## src/rtl/edc_pkg.sv

```systemverilog
package edc_pkg;

    localparam int OPC_W  = 8;
    localparam int CLS_W  = 4;
    localparam int REG_W  = 3;
    localparam int PAIR_W = 2;
    localparam int IM_W   = 2;
    localparam int OPB_W  = 2;

    // Register field value meaning "no register"
    localparam logic [REG_W-1:0] REG_NONE = 3'd6;
    // Operand byte count for an absolute address
    localparam logic [OPB_W-1:0] ADDR_BYTES = 2'd2;

    typedef enum logic [CLS_W-1:0] {
        CLS_NOP      = 4'd0,
        CLS_NEG      = 4'd1,
        CLS_RETN     = 4'd2,
        CLS_RETI     = 4'd3,
        CLS_IMODE    = 4'd4,
        CLS_PORT_IN  = 4'd5,
        CLS_PORT_OUT = 4'd6,
        CLS_SBC16    = 4'd7,
        CLS_ADC16    = 4'd8,
        CLS_ABS_ST   = 4'd9,
        CLS_ABS_LD   = 4'd10,
        CLS_NIB_ROT  = 4'd11,
        CLS_IR_XFER  = 4'd12,
        CLS_BLOCK    = 4'd13
    } edc_class_e;

    typedef struct packed {
        edc_class_e         cls;
        logic [OPB_W-1:0]   opnd_bytes;
        logic [REG_W-1:0]   port_reg;
        logic               in_flags_only;
        logic               out_zero;
        logic [PAIR_W-1:0]  pair_sel;
        logic [IM_W-1:0]    im_mode;
        logic               nib_left;
        logic               hl_fixed;
    } edc_attr_t;

    // Interrupt mode from the two low bits of the row field
    function automatic logic [IM_W-1:0] im_from_row(input logic [1:0] row_lo);
        case (row_lo)
            2'b10:   return 2'd1;
            2'b11:   return 2'd2;
            default: return 2'd0;
        endcase
    endfunction

endpackage

```

## src/rtl/edc_main_quarter.sv

```systemverilog
// Decoder for the 0x40-0x7F quarter; only the six low opcode bits matter here.
module edc_main_quarter
    import edc_pkg::*;
(
    input  logic [5:0] low6,
    output edc_attr_t  attr
);
    logic [2:0] col;
    logic [2:0] row;

    assign col = low6[2:0];
    assign row = low6[5:3];

    always_comb begin
        attr = '0;
        unique case (col)
            3'd0: begin
                attr.cls           = CLS_PORT_IN;
                attr.port_reg      = row;
                attr.in_flags_only = (row == REG_NONE);
            end
            3'd1: begin
                attr.cls      = CLS_PORT_OUT;
                attr.port_reg = row;
                attr.out_zero = (row == REG_NONE);
            end
            3'd2: begin
                attr.cls      = row[0] ? CLS_ADC16 : CLS_SBC16;
                attr.pair_sel = row[2:1];
                attr.hl_fixed = 1'b1;
            end
            3'd3: begin
                attr.cls        = row[0] ? CLS_ABS_LD : CLS_ABS_ST;
                attr.pair_sel   = row[2:1];
                attr.opnd_bytes = ADDR_BYTES;
            end
            3'd4: attr.cls = CLS_NEG;
            3'd5: attr.cls = row[0] ? CLS_RETI : CLS_RETN;
            3'd6: begin
                attr.cls     = CLS_IMODE;
                attr.im_mode = im_from_row(row[1:0]);
            end
            default: begin
                if (!row[2]) begin
                    attr.cls = CLS_IR_XFER;
                end else if (!row[1]) begin
                    attr.cls      = CLS_NIB_ROT;
                    attr.nib_left = row[0];
                    attr.hl_fixed = 1'b1;
                end
            end
        endcase
    end

    always_comb begin

        ret_split_chk: assert (!(attr.cls == CLS_RETI) || (col == 3'd5 && row[0]));

        flags_in_chk: assert (!attr.in_flags_only || (attr.cls == CLS_PORT_IN && attr.port_reg == REG_NONE));
    end

endmodule

```

## src/rtl/edc_block_row.sv

```systemverilog
// Flags the block-transfer/search rows inside the 0x80-0xBF quarter.
module edc_block_row (
    input  logic       in_quarter,
    input  logic       row_hi,
    input  logic       col_hi,
    output logic       is_block
);
    // Rows 0xA0-0xBF with opcode bit 2 clear carry block operations
    assign is_block = in_quarter && row_hi && !col_hi;
endmodule

```

## src/rtl/edc_classifier.sv

```systemverilog
module edc_classifier
    import edc_pkg::*;
(
    input  logic [7:0] opcode,
    output logic [3:0] op_class,
    output logic [1:0] operand_bytes,
    output logic [2:0] port_reg,
    output logic       in_flags_only,
    output logic       out_zero,
    output logic [1:0] pair_sel,
    output logic [1:0] im_mode,
    output logic       nib_left,
    output logic       hl_fixed
);
    localparam logic [1:0] Q_MAIN  = 2'b01;
    localparam logic [1:0] Q_BLOCK = 2'b10;

    logic [1:0] quarter;
    edc_attr_t  main_attr;
    edc_attr_t  sel;
    logic       blk_hit;

    assign quarter = opcode[OPC_W-1 -: 2];

    edc_main_quarter u_main (
        .low6 (opcode[5:0]),
        .attr (main_attr)
    );

    edc_block_row u_blk (
        .in_quarter (quarter == Q_BLOCK),
        .row_hi     (opcode[5]),
        .col_hi     (opcode[2]),
        .is_block   (blk_hit)
    );

    always_comb begin
        sel = '0;
        if (quarter == Q_MAIN) begin
            sel = main_attr;
        end else if (blk_hit) begin
            sel.cls = CLS_BLOCK;
        end
    end

    assign op_class      = sel.cls;
    assign operand_bytes = sel.opnd_bytes;
    assign port_reg      = sel.port_reg;
    assign in_flags_only = sel.in_flags_only;
    assign out_zero      = sel.out_zero;
    assign pair_sel      = sel.pair_sel;
    assign im_mode       = sel.im_mode;
    assign nib_left      = sel.nib_left;
    assign hl_fixed      = sel.hl_fixed;

    always_comb begin

        dead_quarter_chk: assert (opcode[7] == opcode[6] ? (op_class == CLS_NOP && sel == '0) : 1'b1);

        opnd_bytes_chk: assert (operand_bytes == 2'd0 || op_class == CLS_ABS_ST || op_class == CLS_ABS_LD);

        block_place_chk: assert (op_class != CLS_BLOCK || (opcode[7:5] == 3'b101 && !opcode[2]));

        hl_tie_chk: assert (!hl_fixed || op_class == CLS_SBC16 || op_class == CLS_ADC16 || op_class == CLS_NIB_ROT);

        zero_out_chk: assert (!out_zero || opcode == 8'h71);
    end

endmodule

```

## config.mk

```make
export PLATFORM = sky130hd
export DESIGN_NAME = edc_classifier
export DESIGN_NICKNAME = d
export VERILOG_FILES = /design/src/rtl/edc_pkg.sv /design/src/rtl/edc_main_quarter.sv /design/src/rtl/edc_block_row.sv /design/src/rtl/edc_classifier.sv
export SDC_FILE = /design/constraint.sdc
export NUM_CORES = 1
export LEC_CHECK = 0
export ABC_CLOCK_PERIOD_IN_PS = 3200
export CORE_AREA = 2 2 39 41
export DETAILED_ROUTE_END_ITERATION = 6
export DIE_AREA = 0 0 41 43
export MAX_ROUTING_LAYER = met4
export PLACE_DENSITY_LB_ADDON = 0.08
export SYNTH_ARGS = -nofsm -noshare
export SYNTH_HDL_FRONTEND = slang
export SYNTH_HIERARCHICAL = 1
export SYNTH_SLANG_ARGS = --single-unit
```

## constraint.sdc

```tcl
create_clock -name vclk -period 3.2
set_input_delay 0.64 -clock vclk [all_inputs]
set_output_delay 0.64 -clock vclk [all_outputs]
set_load 0.05 [all_outputs]
```

==> results.md, run 1 <==
- The startpoint of the most critical hold path is opcode[6].
- For this run, the number of standard cells in the final layout without fillers is between 90 and 100.
- Across the VDD grid, the largest voltage drop is ~0.000057 V.
- The min-delay analysis places its worst path in the category in2out.
- The initial antenna violation count is 0.
- Port buffering added 24 buffers.
- Including well taps, the total number of placed cells is 95.
- The number of buffers added to fix hold violations after cts is 0.
- The signal on the critical path passes through clkdlybuf4s50_1, or4b_1, o2111ai_1, and2_1, buf_12.
- The worst setup path is captured at a primary output.
- In the final timing run, aggregate negative setup slack is 0 ns.
- The worst path needs 2.85 ns of the cycle, external delays included.
- After detailed routing, the number of remaining DRC violations is 0.
- The number of endpoints failing setup at the final stage is 0.
- Summed over all layers, the global routing overflow is 0.
- The floorplan step defined a die boundary enclosing about 0.0018 mm^2.
- The area added between synthesis and finish is 73.4%.
- Measured along the y axis, the die boundary spans about 43 um.
- Registers take 0 um^2.
- Leaving out fill and tap cells, the most frequent cells in the layout are 19 x and2_1, 14 x buf_12, 8 x clkdlybuf4s50_1.
- The cell area after synthesis is around 460 um^2.
- The critical path starts at opcode[1].
- Counting every instance in the synthesized netlist gives 60.
- The sequential cell area fraction in the yosys report is 0.
- The share of total power dissipated in combinational logic is 1.000.
- The number of gates resized after CTS is 0.
- In this run the remaining antenna-violating nets after routing total 0.
- The initialized floorplan defines 14 standard-cell rows.
- Yosys mapped the design onto 29 distinct sky130hd cell types.
- Once the clock tree was built, the setup fixing pass inserted 0 buffers.
- Across the run, the number of max-cap violations was 0.
- During I/O placement, the number of pins put on the boundary was 25.
- For this design the static power due to leakage is between 0.3 and 0.4 nW.
- The leading cell type in the layout, fill and taps excluded is and2_1.
- Of all nets on the critical path, the largest fanout is 13.
- The final max-slew violation count is 0.
- The final route contains around 470 vias.
- The critical path is of the in2out type.
- The clock buffers instantiated in the layout total 0.
- The share of power burned in registers is 0.
- The share of layout cells above drive strength 1 is 0.304.
- Dividing the synthesized area by the synthesized cell count gives roughly 7.6 um^2.
- The initial utilization of the core area, before any placement, comes to 0.329.
- The largest single stage delay on the critical path is between 0.6 and 0.7 ns.
- The fraction of power consumed by the clock network is 0.
- The number of DRC markers in iteration 0 is 10.
- The switching power is 44.5 uW.
- The core box area is between 0.001 and 0.0015 mm^2.
- The internal power component is between 40 and 50 uW.
- For this run, the detailed router's first-pass iteration total came to 4.
- The width of the die is between 40 and 50 um.
- In the finished design, the share of the clock period the worst path needs comes to 0.890.
- The total buffers and inverters traversed by the critical path is 2.
- The number of fill cells in the layout is 130.
- The number of nets in the finished design is 89.
- The first-pass GRT wire length is around 1600 um.
- The detailed-route wire length per cell is ~10 um.
- The via count of the first global-routing pass was 353.
- The total count of hold-check failures in the final report was 0.
- The slowest stage of the critical path is the clkdlybuf4s50_1 cell.
- Among cell families on the critical path, the largest total delay comes from buffers and inverters.
- The pin count of the biggest net entering global routing is 18.
- The count of inserted antenna diode cells is 0.
- The half-perimeter wire length after detailed placement is ~820 um.
- The post-layout total power is a little under 90 uW.
- The number of warnings issued by yosys is 6.
- STA classifies the critical path startpoint as an input port.
- The overall routed net length is 970 um.
- In the global route stage, overall resource usage came out at 0.124.
- The run finished with clean final reports.
- Synthesis produced a netlist with a net count of 68.
- Sequential cells placed in the final layout were counted as 0.
- Data on the critical path is required at its endpoint by roughly 2.6 ns.
- The maximum clock frequency is between 300 and 400 MHz.
- The arrival time reported for the critical path endpoint is 2.21 ns.
- The congestion estimate from routability-driven global placement came to roughly 0.9.
- Dividing total power by cell area gives a power density of roughly 110 mW/mm^2.
- Setup repair after global routing left no endpoint under its margin.
- In the routed layout, each cell is associated on average with a via count of slightly below 5.
- The switching fraction of total power is 0.515.
## power by group through the flow
stage / Combinational [mW] / Sequential, mW / Clock, mW
final: 0.0864 / 0 / 0
after global routing: 0.0931 / 0 / 0
after CTS: 0.0871 / 0 / 0
after detailed placement: 0.0870 / 0 / 0
after global placement: 0.0865 / 0 / 0
after floorplan: 0.0564 / 0 / 0
## final timing paths
path	endpoint	slack (ns)	depth (start not counted)
worst max-delay path	op_class[1]	0.35	5
worst min-delay path	op_class[1]	2.22	4
## metrics by stage
stage | setup slack [ns] | area, um^2 | utilization | hold slack, ns
finish | 0.351 | 790 | 0.571 | 2.22
global route | 0.239 | 790 | 0.571 | 2.27
CTS | 0.342 | 790 | 0.571 | 2.22
detailed placement | 0.342 | 790 | 0.571 | 2.22
global placement | 0.362 | 790 | 0.571 | 2.21
floorplan | 0.895 | 455 | - | 1.60
## layout make-up
class,count,area (um^2),area share
Multi-Input combinational cell,52,379,0.480
Tap cell,16,20.0,0.0254
Timing Repair Buffer,25,383,0.485
Inverter,2,7.51,0.00951
## logic make-up (layout without fill, tap and decap cells)
family,after synthesis,count (layout),share of synthesized area
AOI/OAI and AO/OA,7,7,0.137
other,1,1,0.00823
buffers and inverters,8,27,0.168
muxes,3,3,0.0989
and+or+nand+nor,41,41,0.588
## tightest hold or removal path: cells and delay by family
| family | cells | cell delay (ns) |
|---|---|---|
| buffers and inverters | 2 | 0.57 |
| AND/OR/NAND/NOR | 2 | 0.37 |
## metal layers
metal / GRT usage / part of all wire / up-vias / wire, um
li1: - / - / 244 / -
met1: 0.199 / 0.44 / 207 / 426
met2: 0.178 / 0.49 / 17 / 475
met3: 0.00524 / 0.070 / 0 / 68
met4: 0 / 0 / 0 / 0
met5: - / 0 / - / 0
## cell usage after synthesis, drive strengths merged, types with 2 or more instances
| cell type | number | area, um^2 |
|---|---|---|
| and2 | 19 | 119 |
| and2b | 3 | 25.0 |
| buf | 4 | 41.3 |
| clkbuf | 2 | 27.5 |
| inv | 2 | 7.51 |
| mux2 | 3 | 45.0 |
| nand2 | 2 | 7.51 |
| nand3 | 2 | 10.0 |
| nand3b | 2 | 15.0 |
| nor2 | 2 | 7.51 |
| nor3 | 3 | 15.0 |
Note: power is estimated with default switching activity, not from simulation.
==> run 2, diff against run 1 <==
--- a/config.mk
+++ b/config.mk
@@ -10,7 +10,7 @@
 export DETAILED_ROUTE_END_ITERATION = 6
 export DIE_AREA = 0 0 41 43
 export MAX_ROUTING_LAYER = met4
-export PLACE_DENSITY_LB_ADDON = 0.08
+export PLACE_DENSITY = 0.8
 export SYNTH_ARGS = -nofsm -noshare
 export SYNTH_HDL_FRONTEND = slang
 export SYNTH_HIERARCHICAL = 1
==> run 2 against run 1 <==
First-iteration DRC count shrank 50%. Routed wire length grew 3.1%. Sequential cell count is the same. Largest cell class is now multi-input gates. Largest power group unchanged. Highest routed layer unchanged.
==> results.md, run 2 (synthesized netlist as in run 1, its figures left out) <==
- The run finished with clean final reports.
- The global routing met1 resource utilization is 0.165 (-0.0348).
- The setup slack of the critical path after layout is 0.330 ns (-0.0208 ns).
- The number of vias in the routed layout is 457 (-2.4%).
- The post-layout instance count excluding filler cells is 95 (unchanged).
- The launch point of the critical path is opcode[1].
- The worst-path maximum fanout came to 13 (unchanged).
- The half-perimeter wire length after detailed placement is 853 um (+4.4%).
- The post-layout total power was 85.4 uW (-1.1%).
- The worst IR drop on VDD was 0.0000521 V (-9.2%).
- The power per cell area came to 112 mW/mm^2 (+2.1%).
- The leading cell type in the layout, fill and taps excluded is and2_1.
- The total of max-cap violations is 0 (unchanged).
- The switching fraction of total power is 0.521 (+0.00595).
- The fraction of power consumed by the clock network is 0 (unchanged).
- The total global routing overflow was 0 (unchanged).
- Setup repair after global routing left no endpoint under its margin.
- The number of placement rows was 14 (unchanged).
- The time the final worst path needs with I/O delays and setup came to 2.87 ns (+0.0208 ns).
- The total count of hold-check failures in the final report came to 0 (unchanged).
- The final hold slack was 2.22 ns (-0.00285 ns).
- The switching power came to 44.5 uW (about the same).
- The pin count of the biggest net entering global routing was 18 (unchanged).
- The global-route total usage across every layer was 0.125 (+0.00102).
- The via count of the first global-routing pass is 382 (+8.2%).
- The required time of the critical path is 2.56 ns (about the same).
- The number of placed I/O pins is 25 (unchanged).
- The width of the die is 41 um (unchanged).
- The number of gates resized after CTS is 0 (unchanged).
- The met2 global-route usage is 0.216 (+0.0375).
- The share of the clock period used by the worst path after layout was 0.897 (+0.00651).
- The area added between synthesis and finish is 67.9%.
- The residual antenna-violating net count after detailed routing is 0 (unchanged).
- The cell total after placement is 95 (unchanged).
- The critical path capture point type is a primary output.
- In the layout the commonest cells are 19 x and2_1, 12 x buf_12, 8 x clkdlybuf4s50_1, 5 x buf_4.
- The global placer's final weighted congestion is 0.857 (-2.3%).
- The first-pass detailed-route iteration total came to 4 (unchanged).
- The internal power component is 40.9 uW (-2.3%).
- The number of nets in the finished design is 89 (unchanged).
- The initial antenna violation count is 0 (unchanged).
- The slowest cell on the critical path is clkdlybuf4s50_1.
- The number of buffers added to fix hold violations after cts was 0 (unchanged).
- The critical setup path kind is in2out.
- The number of buffers added on ports is 24 (unchanged).
- The worst min-delay path category is in2out.
- The kind of start point of the critical path is an input port.
- The post-CTS setup-driven buffer insertion count is 0 (unchanged).
- The number of vias per cell came to 4.81 (-2.4%).
- The first-pass GRT wire length is 1620 um (+0.87%).
- The accumulated negative setup slack is 0 ns (unchanged).
- The number of endpoints failing setup at the final stage is 0 (unchanged).
- The detailed-route wire length per cell came to 10.5 um (+3.1%).
- The die height came to 43 um (unchanged).
- The area occupied by registers was 0 um^2 (unchanged).
- The leakage power total came to 0.327 nW (-1.7%).
- met2 is the most crowded layer.
- The number of flip-flops and latches came to 0 (unchanged).
- In this run the most critical hold path is launched from opcode[6].
- The arrival time reported for the critical path endpoint is 2.23 ns (+0.02 ns).
- The share of layout cells above drive strength 1 came to 0.304 (unchanged).
- The core box area is 0.00138 mm^2 (unchanged).
- The met3 usage in global routing was 0.00524 (unchanged).
- The maximum clock frequency is 348 MHz (-0.73%).
- The delay of the slowest cell on the worst path is 0.71 ns (+0.02 ns).
- The relative contribution of combinational cells to total power is 1.000 (about the same).
- The final max-slew violation count was 0 (unchanged).
- The total of clock buffers placed in the layout is 0 (unchanged).
- The detailed-route DRC error count came to 0 (unchanged).
- The number of DRC markers in iteration 0 is 5 (-5).
- The share of power burned in registers is 0 (unchanged).
- The effective utilization at floorplan came to 0.329 (unchanged).
- The number of fill cells in the layout was 132 (+1.5%).
- The count of inserted antenna diode cells is 0 (unchanged).
- Traced cell by cell, the critical path runs through clkdlybuf4s50_1, or4b_1, o2111ai_1, and2_1, buf_12.
- The post-placement worst setup slack was 0.339 ns (-0.00276 ns).
- The overall routed net length is 1000 um (+3.1%).
- The full die area is 0.00176 mm^2 (unchanged).
[run 2: cell counts in the layout (fill, tap and decap cells not counted)]
No cell type changed its count.
[run 2: path summary, 6_finish.rpt]
path / end / cells past startpoint
worst max-delay path: op_class[1] / 5
worst min-delay path: in_flags_only / 4
[run 2: cell type report]
cell class         instances  area [um^2]  area share
multi-input cells         52          379       0.496
repair buffers            25          358       0.468
well taps                 16         20.0      0.0262
inverters                  2         7.51     0.00982
[run 2: metrics by stage]
stage                     utilization  area, um^2
after global placement          0.552         764
final                           0.552         764
after global routing            0.552         764
after floorplan                     -         455
after CTS                       0.552         764
after detailed placement        0.552         764
[run 2: power groups by stage]
stage	clock network, mW	logic, mW	registers [mW]
after global routing	0	0.0911	0
after detailed placement	0	0.0854	0
after CTS	0	0.0857	0
after floorplan	0	0.0564	0
final	0	0.0854	0
after global placement	0	0.0845	0
[run 2: routing by layer]
metal / share of wire / vias up
li1: - / 246
met1: 0.44 / 189
met2: 0.48 / 22
met3: 0.082 / 0
met4: 0 / 0
met5: 0 / -
[run 2: worst max-delay path, delay by kind of cell]
family	cells	cell delay [ns]
and+or+nand+nor	2	0.66
AOI/OAI and AO/OA	1	0.08
buffers and inverters	2	0.85
